[src/rtl/db_pkg.sv]
package db_pkg;
    localparam int DBW   = 32;
    localparam int ADDRW = 8;
    localparam logic [ADDRW-1:0] OFS_TRIG   = 8'h04;
    localparam logic [ADDRW-1:0] OFS_CAUSE  = 8'h08;
    localparam logic [ADDRW-1:0] OFS_ENA    = 8'h0C;
    localparam logic [ADDRW-1:0] OFS_GRP_OFF = 8'h48;
    localparam logic [ADDRW-1:0] OFS_GRP_ON  = 8'h4C;
    localparam int IPI_LO = 0;
    localparam int IPI_HI = 7;
    localparam int MSG_LO = 16;
    localparam int MSG_HI = 31;
    localparam int MAP_LSB = 8;
    localparam int NUMW = 5;
endpackage

[src/rtl/db_trig_decode.sv]
module db_trig_decode
    import db_pkg::*;
#(
    parameter int NCPU = 4
) (
    input  logic                      vld,
    input  logic [DBW-1:0]            word,
    output logic [NCPU-1:0][DBW-1:0]  set_vec
);
    logic [DBW-1:0] onehot;

    always_comb begin
        onehot = '0;
        onehot[word[NUMW-1:0]] = 1'b1;
    end

    for (genvar c = 0; c < NCPU; c++) begin : g_cpu
        assign set_vec[c] = (vld && word[MAP_LSB+c]) ? onehot : '0;
    end
endmodule

[src/rtl/db_cpu_bank.sv]
module db_cpu_bank
    import db_pkg::*;
(
    input  logic                 clk,
    input  logic                 rst_n,
    input  logic                 sel,
    input  logic                 wr,
    input  logic [ADDRW-1:0]     addr,
    input  logic [DBW-1:0]       wdata,
    input  logic [DBW-1:0]       set_vec,
    output logic [DBW-1:0]       cause,
    output logic [DBW-1:0]       ena,
    output logic                 ipi_irq,
    output logic                 msg_irq
);
    logic ipi_grp_q, msg_grp_q;
    logic wr_me;
    logic [DBW-1:0] cause_kept;

    assign wr_me = wr && sel;

    always_comb begin
        cause_kept = cause;
        if (wr_me && addr == OFS_CAUSE)
            cause_kept = cause & wdata;
    end

    always_ff @(posedge clk) begin
        if (!rst_n) begin
            cause     <= '0;
            ena       <= '0;
            ipi_grp_q <= 1'b0;
            msg_grp_q <= 1'b0;
        end else begin
            cause <= cause_kept | set_vec;
            if (wr_me && addr == OFS_ENA)
                ena <= wdata;
            if (wr_me && (addr == OFS_GRP_ON || addr == OFS_GRP_OFF)) begin
                if (wdata == 32'd0)
                    ipi_grp_q <= (addr == OFS_GRP_ON);
                else if (wdata == 32'd1)
                    msg_grp_q <= (addr == OFS_GRP_ON);
            end
        end
    end

    always_comb begin
        ipi_irq = ipi_grp_q && |(cause[IPI_HI:IPI_LO] & ena[IPI_HI:IPI_LO]);
        msg_irq = msg_grp_q && |(cause[MSG_HI:MSG_LO] & ena[MSG_HI:MSG_LO]);
    end
endmodule

[src/rtl/db_unit.sv]
module db_unit
    import db_pkg::*;
#(
    parameter int NCPU = 4,
    localparam int CPUW = (NCPU > 1) ? $clog2(NCPU) : 1
) (
    input  logic             clk,
    input  logic             rst_n,
    input  logic             bus_wr,
    input  logic [CPUW-1:0]  bus_cpu,
    input  logic [ADDRW-1:0] bus_addr,
    input  logic [DBW-1:0]   bus_wdata,
    output logic [DBW-1:0]   bus_rdata,
    input  logic             msi_wr,
    input  logic [DBW-1:0]   msi_data,
    output logic [NCPU-1:0]  ipi_irq,
    output logic [NCPU-1:0]  msg_irq
);
    logic [NCPU-1:0][DBW-1:0] set_bus, set_msi;
    logic [NCPU-1:0][DBW-1:0] cause_q, mask_q;
    logic bus_trig;

    assign bus_trig = bus_wr && bus_addr == OFS_TRIG;

    db_trig_decode #(.NCPU(NCPU)) u_dec_bus (
        .vld(bus_trig), .word(bus_wdata), .set_vec(set_bus));

    db_trig_decode #(.NCPU(NCPU)) u_dec_msi (
        .vld(msi_wr), .word(msi_data), .set_vec(set_msi));

    for (genvar c = 0; c < NCPU; c++) begin : g_bank
        db_cpu_bank u_bank (
            .clk     (clk),
            .rst_n   (rst_n),
            .sel     (bus_cpu == CPUW'(c)),
            .wr      (bus_wr),
            .addr    (bus_addr),
            .wdata   (bus_wdata),
            .set_vec (set_bus[c] | set_msi[c]),
            .cause   (cause_q[c]),
            .ena     (mask_q[c]),
            .ipi_irq (ipi_irq[c]),
            .msg_irq (msg_irq[c])
        );
    end

    always_comb begin
        bus_rdata = '0;
        if (int'(bus_cpu) < NCPU) begin
            if (bus_addr == OFS_CAUSE)
                bus_rdata = cause_q[bus_cpu];
            else if (bus_addr == OFS_ENA)
                bus_rdata = mask_q[bus_cpu];
        end
    end
endmodule

[config.mk]
export PLATFORM = sky130hd
export DESIGN_NAME = db_unit
export DESIGN_NICKNAME = d
export VERILOG_FILES = /design/src/rtl/db_pkg.sv /design/src/rtl/db_trig_decode.sv /design/src/rtl/db_cpu_bank.sv /design/src/rtl/db_unit.sv
export SDC_FILE = /design/constraint.sdc
export NUM_CORES = 1
export LEC_CHECK = 0
export BUFFER_PORTS_ARGS = -buffer_cell sky130_fd_sc_hd__buf_2
export CAP_MARGIN = 20
export CORE_ASPECT_RATIO = 0.75
export CORE_MARGIN = 8
export CORE_UTILIZATION = 50
export CTS_CLUSTER_DIAMETER = 120
export DETAILED_ROUTE_END_ITERATION = 10
export PLACE_DENSITY = 0.71
export SYNTH_ARGS = -nofsm -noshare
export SYNTH_HDL_FRONTEND = slang
export SYNTH_SLANG_ARGS = --single-unit
[constraint.sdc]
create_clock -name clk -period 3.4 [get_ports clk]
set_input_delay 0.68 -clock clk [delete_from_list [all_inputs] [get_ports clk]]
set_output_delay 0.68 -clock clk [all_outputs]
set_load 0.1 [all_outputs]
## Word-level counts from Yosys, hierarchy flattened

Index checks and enable logic that the tools add are counted.
Widths: inputs -> output; s select.

- Bits of input ports: 78
- Output and inout bits: 40
- Flip-flop bits (word level): 264
- Word-level logic and storage cells: 127

- $lt $le $gt $ge: 5
- Multiplexer cells: 22
- Eq/ne operators: 9
- Bitwise gates (word level): 21
- Reductions and logical operators: 54

Operators by type and width:

| kind | number |
|---|---|
| $mux 32 | 16 |
| $or 32x32->32 | 8 |
| $and 32x32->32 | 4 |
| $bmux 32 s2 | 2 |
| $and 16x16->16 | 4 |
| $reduce_or 16->1 | 4 |
| $logic_and 1x1->1 | 35 |
| $and 8x8->8 | 4 |
| $eq 32x1->1 const B | 1 |
| $logic_not 32->1 | 1 |
| $reduce_or 8->1 | 4 |
| $eq 8x4->1 const B | 2 |
| $eq 8x7->1 const B | 2 |
| $lt 5x6->1 const B | 2 |
| $reduce_and 3->1 | 4 |
| $demux 1 s5 | 2 |
| $ge 5x1->1 const B | 2 |
| $eq 8x3->1 const B | 1 |
| $reduce_and 2->1 | 4 |
| $eq 2x2->1 const B | 2 |
| $lt 2x3->1 const B | 1 |
| $eq 2x1->1 const B | 1 |
| $logic_not 2->1 | 1 |
| $mux 1 | 2 |
| 2 further kinds | 2 |

## Longest topological paths before layout

- Depth after elaboration: 7
- Mapped depth: 7
- Mapped depth without buffers: 4

## Modules after synthesis

Synthesis repeated with hierarchy kept, for this count alone.

- Cells, all modules: 1,875
- Area, all modules: 15,564.9 um^2

By module, submodules not included:

| module | sequential area each (um^2) | times used | area each (um^2) | cells an instance |
|---|---|---|---|---|
| db_cpu_bank | 1,321.3 | 4 | 2,691.3 | 282 |
| db_unit | 0.0 | 1 | 3,128.0 | 399 |
| db_trig_decode | 0.0 | 2 | 835.8 | 174 |

## Least setup slack after synthesis

Ideal clock, no wire load.

- Path kind: input to output
- Start: in bus_addr[5]
- End: out bus_rdata[30]
- Slack: 0.031 ns
- Required time: 2.720 ns
- Stages on the path: 5
- Data arrival time: 2.689 ns
- Buffers on the path: 1
- Path through: nor4_2 nand2_1 nor2_1 clkbuf_1 a22o_1

- Word-level cells in the longest chain between the ends: 3
- Elaborated cells on any way between the ends: 4
- Classes of those cells: eq/ne (2); mux (2)

Ends and longest elaborated chain:

| what | RTL line | source |
|---|---|---|
| start: declaration | db_unit.sv:11 | `input logic [ADDRW-1:0] bus_addr,` |
| $eq 8x4->1 | db_unit.sv:52 | `else if (bus_addr == OFS_ENA)` |
| $mux 32 | db_unit.sv:52 |  |
| $mux 32 * | db_unit.sv:50 | `if (bus_addr == OFS_CAUSE)` |
| end: declaration | db_unit.sv:13 | `output logic [DBW-1:0] bus_rdata,` |

Mark *: on every way between the ends. The rest lies on a longest branch, timed or not.

## Worst setup path after layout

- Start: in bus_addr[5]
- End: out bus_rdata[18]

Same word-level chain as after synthesis.

==> impl_table.tex <==
\begin{tabular}{lr}
\hline
Metric & Value \\
\hline
\multicolumn{2}{l}{\textbf{Run status}} \\
\quad Status & finished clean \\
\multicolumn{2}{l}{\textbf{Routing}} \\
\quad Remaining antenna violation count after routing & 0 \\
\quad Number of vias in the routed layout & 13,900 \\
\quad Count of unresolved DRC violations after routing & 0 \\
\quad Via density per instance & 6.73 \\
\quad DR pass1 iterations & 9 \\
\quad 1st-iter DRT viols & 2,117 \\
\quad Total routed wirelength & 53.9 mm \\
\quad Routed length per instance & 26.1 um \\
\multicolumn{2}{l}{\textbf{Synth}} \\
\quad Post-synthesis net count & 1,722 \\
\quad Total number of yosys warnings & 0 \\
\quad Multiplexer fraction of the synthesized cell area & 0.107 \\
\quad Dominant combinational cell family by area after synthesis & compound AO/OA/AOI/OAI gates \\
\quad Complex-gate fraction of the synthesized area & 0.283 \\
\quad Synthesized-area fraction occupied by and/or/nand/nor cells & 0.185 \\
\quad Register area share after synthesis & 0.372 \\
\quad Mean instance size in the synthesized netlist & 8.63 um2 \\
\quad Number of synthesized register bits & 264 \\
\quad Post-synth ARST share & 0 \\
\quad Cell count after synthesis & 1,644 \\
\quad Count of cell types in the netlist & 46 \\
\quad Number of flops mapped to enable cells by yosys & 0 \\
\quad Syn Std Cell Area & 0.0142 mm2 \\
\quad Most instantiated flip-flop cell in the synthesis netlist & dfxtp\_1 \\
\quad Synthesized-area fraction occupied by adder cells & 0 \\
\quad XOR/XNOR Fraction of Synth Area & 0 \\
\multicolumn{2}{l}{\textbf{Min path}} \\
\quad Worst min-delay path class & input port to flip-flop \\
\multicolumn{2}{l}{\textbf{Die}} \\
\quad Number of top-level design ports & 118 \\
\quad Placeable Area & 0.0280 mm2 \\
\quad Die outline height & 162 um \\
\quad Number of rows created at floorplan & 53 \\
\quad Die outline area & 0.0341 mm2 \\
\quad Initial standard-cell utilization of the core & 0.507 \\
\quad Horizontal die dimension & 211 um \\
\multicolumn{2}{l}{\textbf{Power}} \\
\quad Total power density per cell area & 407 mW/mm2 \\
\quad Static Leak & 5.30 nW \\
\quad Overall power of the completed layout & 6.62 mW \\
\quad Worst-case vdd ir drop & 0.000484 V \\
\multicolumn{2}{l}{\textbf{CTS}} \\
\quad Buffers from clock root to sink, at most & 3 \\
\quad CTS H-Tree Depth & 1 \\
\quad Clock transition at the registers of the reported paths & 0.06 ns \\
\quad Post-CTS setup-driven buffer insertion count & 0 \\
\quad TritonCTS clock tree & yes \\
\quad Post-cts gate resize count & 0 \\
\quad TritonCTS Buffers & 27 \\
\quad Library cell used as clock root buffer & clkbuf\_16 \\
\quad Number of buffers inserted by hold repair at cts & 0 \\
\quad Sink count of the clock tree & 264 \\
\quad Clock latency on the worst-skew pair & 0.54 ns \\
\multicolumn{2}{l}{\textbf{Place}} \\
\quad I/O Buffers & 94 \\
\quad RD Place Congestion & 0.998 \\
\quad Cell area after placement & 0.0154 mm2 \\
\quad Worst Setup Slack post-DPL & 0.381 ns \\
\quad Estimated wirelength of the detail-placed design & 37.4 mm \\
\multicolumn{2}{l}{\textbf{Cells and area}} \\
\quad Nets & 1,743 \\
\quad Layout cell share with drive strength beyond 1 & 0.162 \\
\quad Area grow syn2layout & 14.5\% \\
\quad Register area & 0.00529 mm2 \\
\quad \# fillers & 2,512 \\
\quad Footprint of the multi-input gates & 0.00816 mm2 \\
\quad Ant diodes & 0 \\
\quad Final Cell Area & 0.0163 mm2 \\
\multicolumn{2}{l}{\textbf{Critical path}} \\
\quad Minimum setup slack among reg-to-reg paths & 2.59 ns \\
\quad WP data arrival & 2.35 ns \\
\quad CP Data Required Time & 2.72 ns \\
\quad CP Capture Type & output pin \\
\quad Highest fanout seen on the critical path & 21 \\
\quad Class of the most critical setup path & input port to output pin \\
\quad Launching element type of the critical path & input port \\
\multicolumn{2}{l}{\textbf{GRT}} \\
\quad Wire length of the first global-routing pass & 81.0 mm \\
\quad Overall routing resource usage & 0.305 \\
\quad Pin count of the biggest net entering global routing & 131 \\
\quad Total global routing overflow & 0 \\
\quad Initial antenna violation count & 1 \\
\quad Number of global-route vias before repair & 13,000 \\
\multicolumn{2}{l}{\textbf{STA}} \\
\quad Post-route setup slack & 0.366 ns \\
\quad Setup TNS & 0 ns \\
\quad Final setup violation count & 0 \\
\quad Number of pins exceeding their max-slew limit in the final report & 0 \\
\quad Tightest hold margin & 0.428 ns \\
\quad Unrepaired setup endpoints after global routing & no \\
\quad Transition time at the pin with the least slew margin & 0.988 ns \\
\quad Worst slew margin relative to its limit & 0.339 \\
\quad Worst clock skew & 0 ns \\
\quad Number of failing hold endpoints at the final stage & 0 \\
\quad Minimum clock period after layout & 3.03 ns \\
\quad Fmax achieved & 0.330 GHz \\
\quad Post-route fraction of the period consumed by the critical path & 0.892 \\
\multicolumn{2}{l}{\textbf{Run}} \\
\quad Maximum capacitance violations & 0 \\
\hline
\end{tabular}
[report_power, final]
part / internal [mW] / switching, mW
clock network: 1.75 / 1.27
logic: 0.163 / 0.320
registers: 3.10 / 0.0110
total: 5.02 / 1.60
[through the flow]
step / utilization / std cells
CTS: 0.581 / 2067
detailed placement: 0.550 / 2021
finish: 0.581 / 2067
global placement: 0.550 / 2021
global route: 0.581 / 2067
floorplan: - / 1644
[final cells by class]
cell class | count | share of cell area
inverter | 4 | 0.000924
tap | 385 | 0.0296
sequential | 264 | 0.325
clock inverter | 4 | 0.00431
multi-input combinational | 1224 | 0.502
clock buffer | 42 | 0.0493
timing repair buffer | 144 | 0.0885
[metal layers]
layer	wire length (um)	GRT usage	vias to the layer above	share of wire
met5	13	0	-	0.00024
met4	1660	0.0892	2	0.031
met3	8020	0.0897	140	0.15
met2	21900	0.424	1030	0.41
met1	22300	0.448	6732	0.41
li1	-	-	6000	-
[layout by cell type, fill, tap and decap left out, types with 27 or more instances in the layout]
cell,Yosys,routed
a21boi_0,33,33
a21boi_1,223,223
a21oi_1,64,64
a22o_1,40,40
a22oi_1,32,32
a31oi_1,64,64
buf_12,1,40
buf_2,26,59
buf_4,9,44
clkbuf_16,0,27
dfxtp_1,264,264
mux4_2,64,64
nand2_1,272,272
nor2_1,150,149
o21ai_0,128,128
or3_1,34,34
[Yosys cell counts, types with 14 or more instances]
library cell	number	area, um2
a22oi_1	32	240
or3_1	34	213
dfxtp_1	264	5290
a21oi_1	64	320
a31oi_1	64	400
nand2_1	272	1020
a21boi_1	223	1670
a22o_1	40	350
buf_2	26	130
a21boi_0	33	248
o21ai_0	128	641
nand3_1	14	70.1
nor2_1	150	563
mux4_2	64	1440
nand4_1	16	100
clkbuf_1	93	349
[worst max-delay path, cell delays in order]
cell and delay [ns]:
buf_2 0.11, nor4_2 0.40, nand2_1 0.17, nor3_2 0.23, buf_12 0.21, a22o_1 0.31, buf_12 0.21
[cells by family after synthesis]
kind of cell	count (synthesis)
compound gates	600
simple gates	552
flops	264
buf+inv	156
mux	72
[flip-flops by register name, summed over array words and instances, names as in the netlist]
register                 count
g_bank.u_bank.cause        128
g_bank.u_bank.ena          128
g_bank.u_bank.ipi_grp_q      4
g_bank.u_bank.msg_grp_q      4
[worst paths after layout]
check                                                            from                               endpoint  depth (start not counted)
worst min register to register  g_bank[0].u_bank.ena[14]$_SDFFE_PN0P_  g_bank[0].u_bank.ena[14]$_SDFFE_PN0P_                          2
worst max-delay path                                      bus_addr[5]                          bus_rdata[18]                          7
worst min-delay path                                    bus_wdata[15]  g_bank[1].u_bank.ena[15]$_SDFFE_PN0P_                          3
worst max register to register  g_bank[3].u_bank.cause[16]$_SDFF_PN0_  g_bank[3].u_bank.cause[16]$_SDFF_PN0_                          2
No activity file was read; power rests on OpenSTA's default activity.
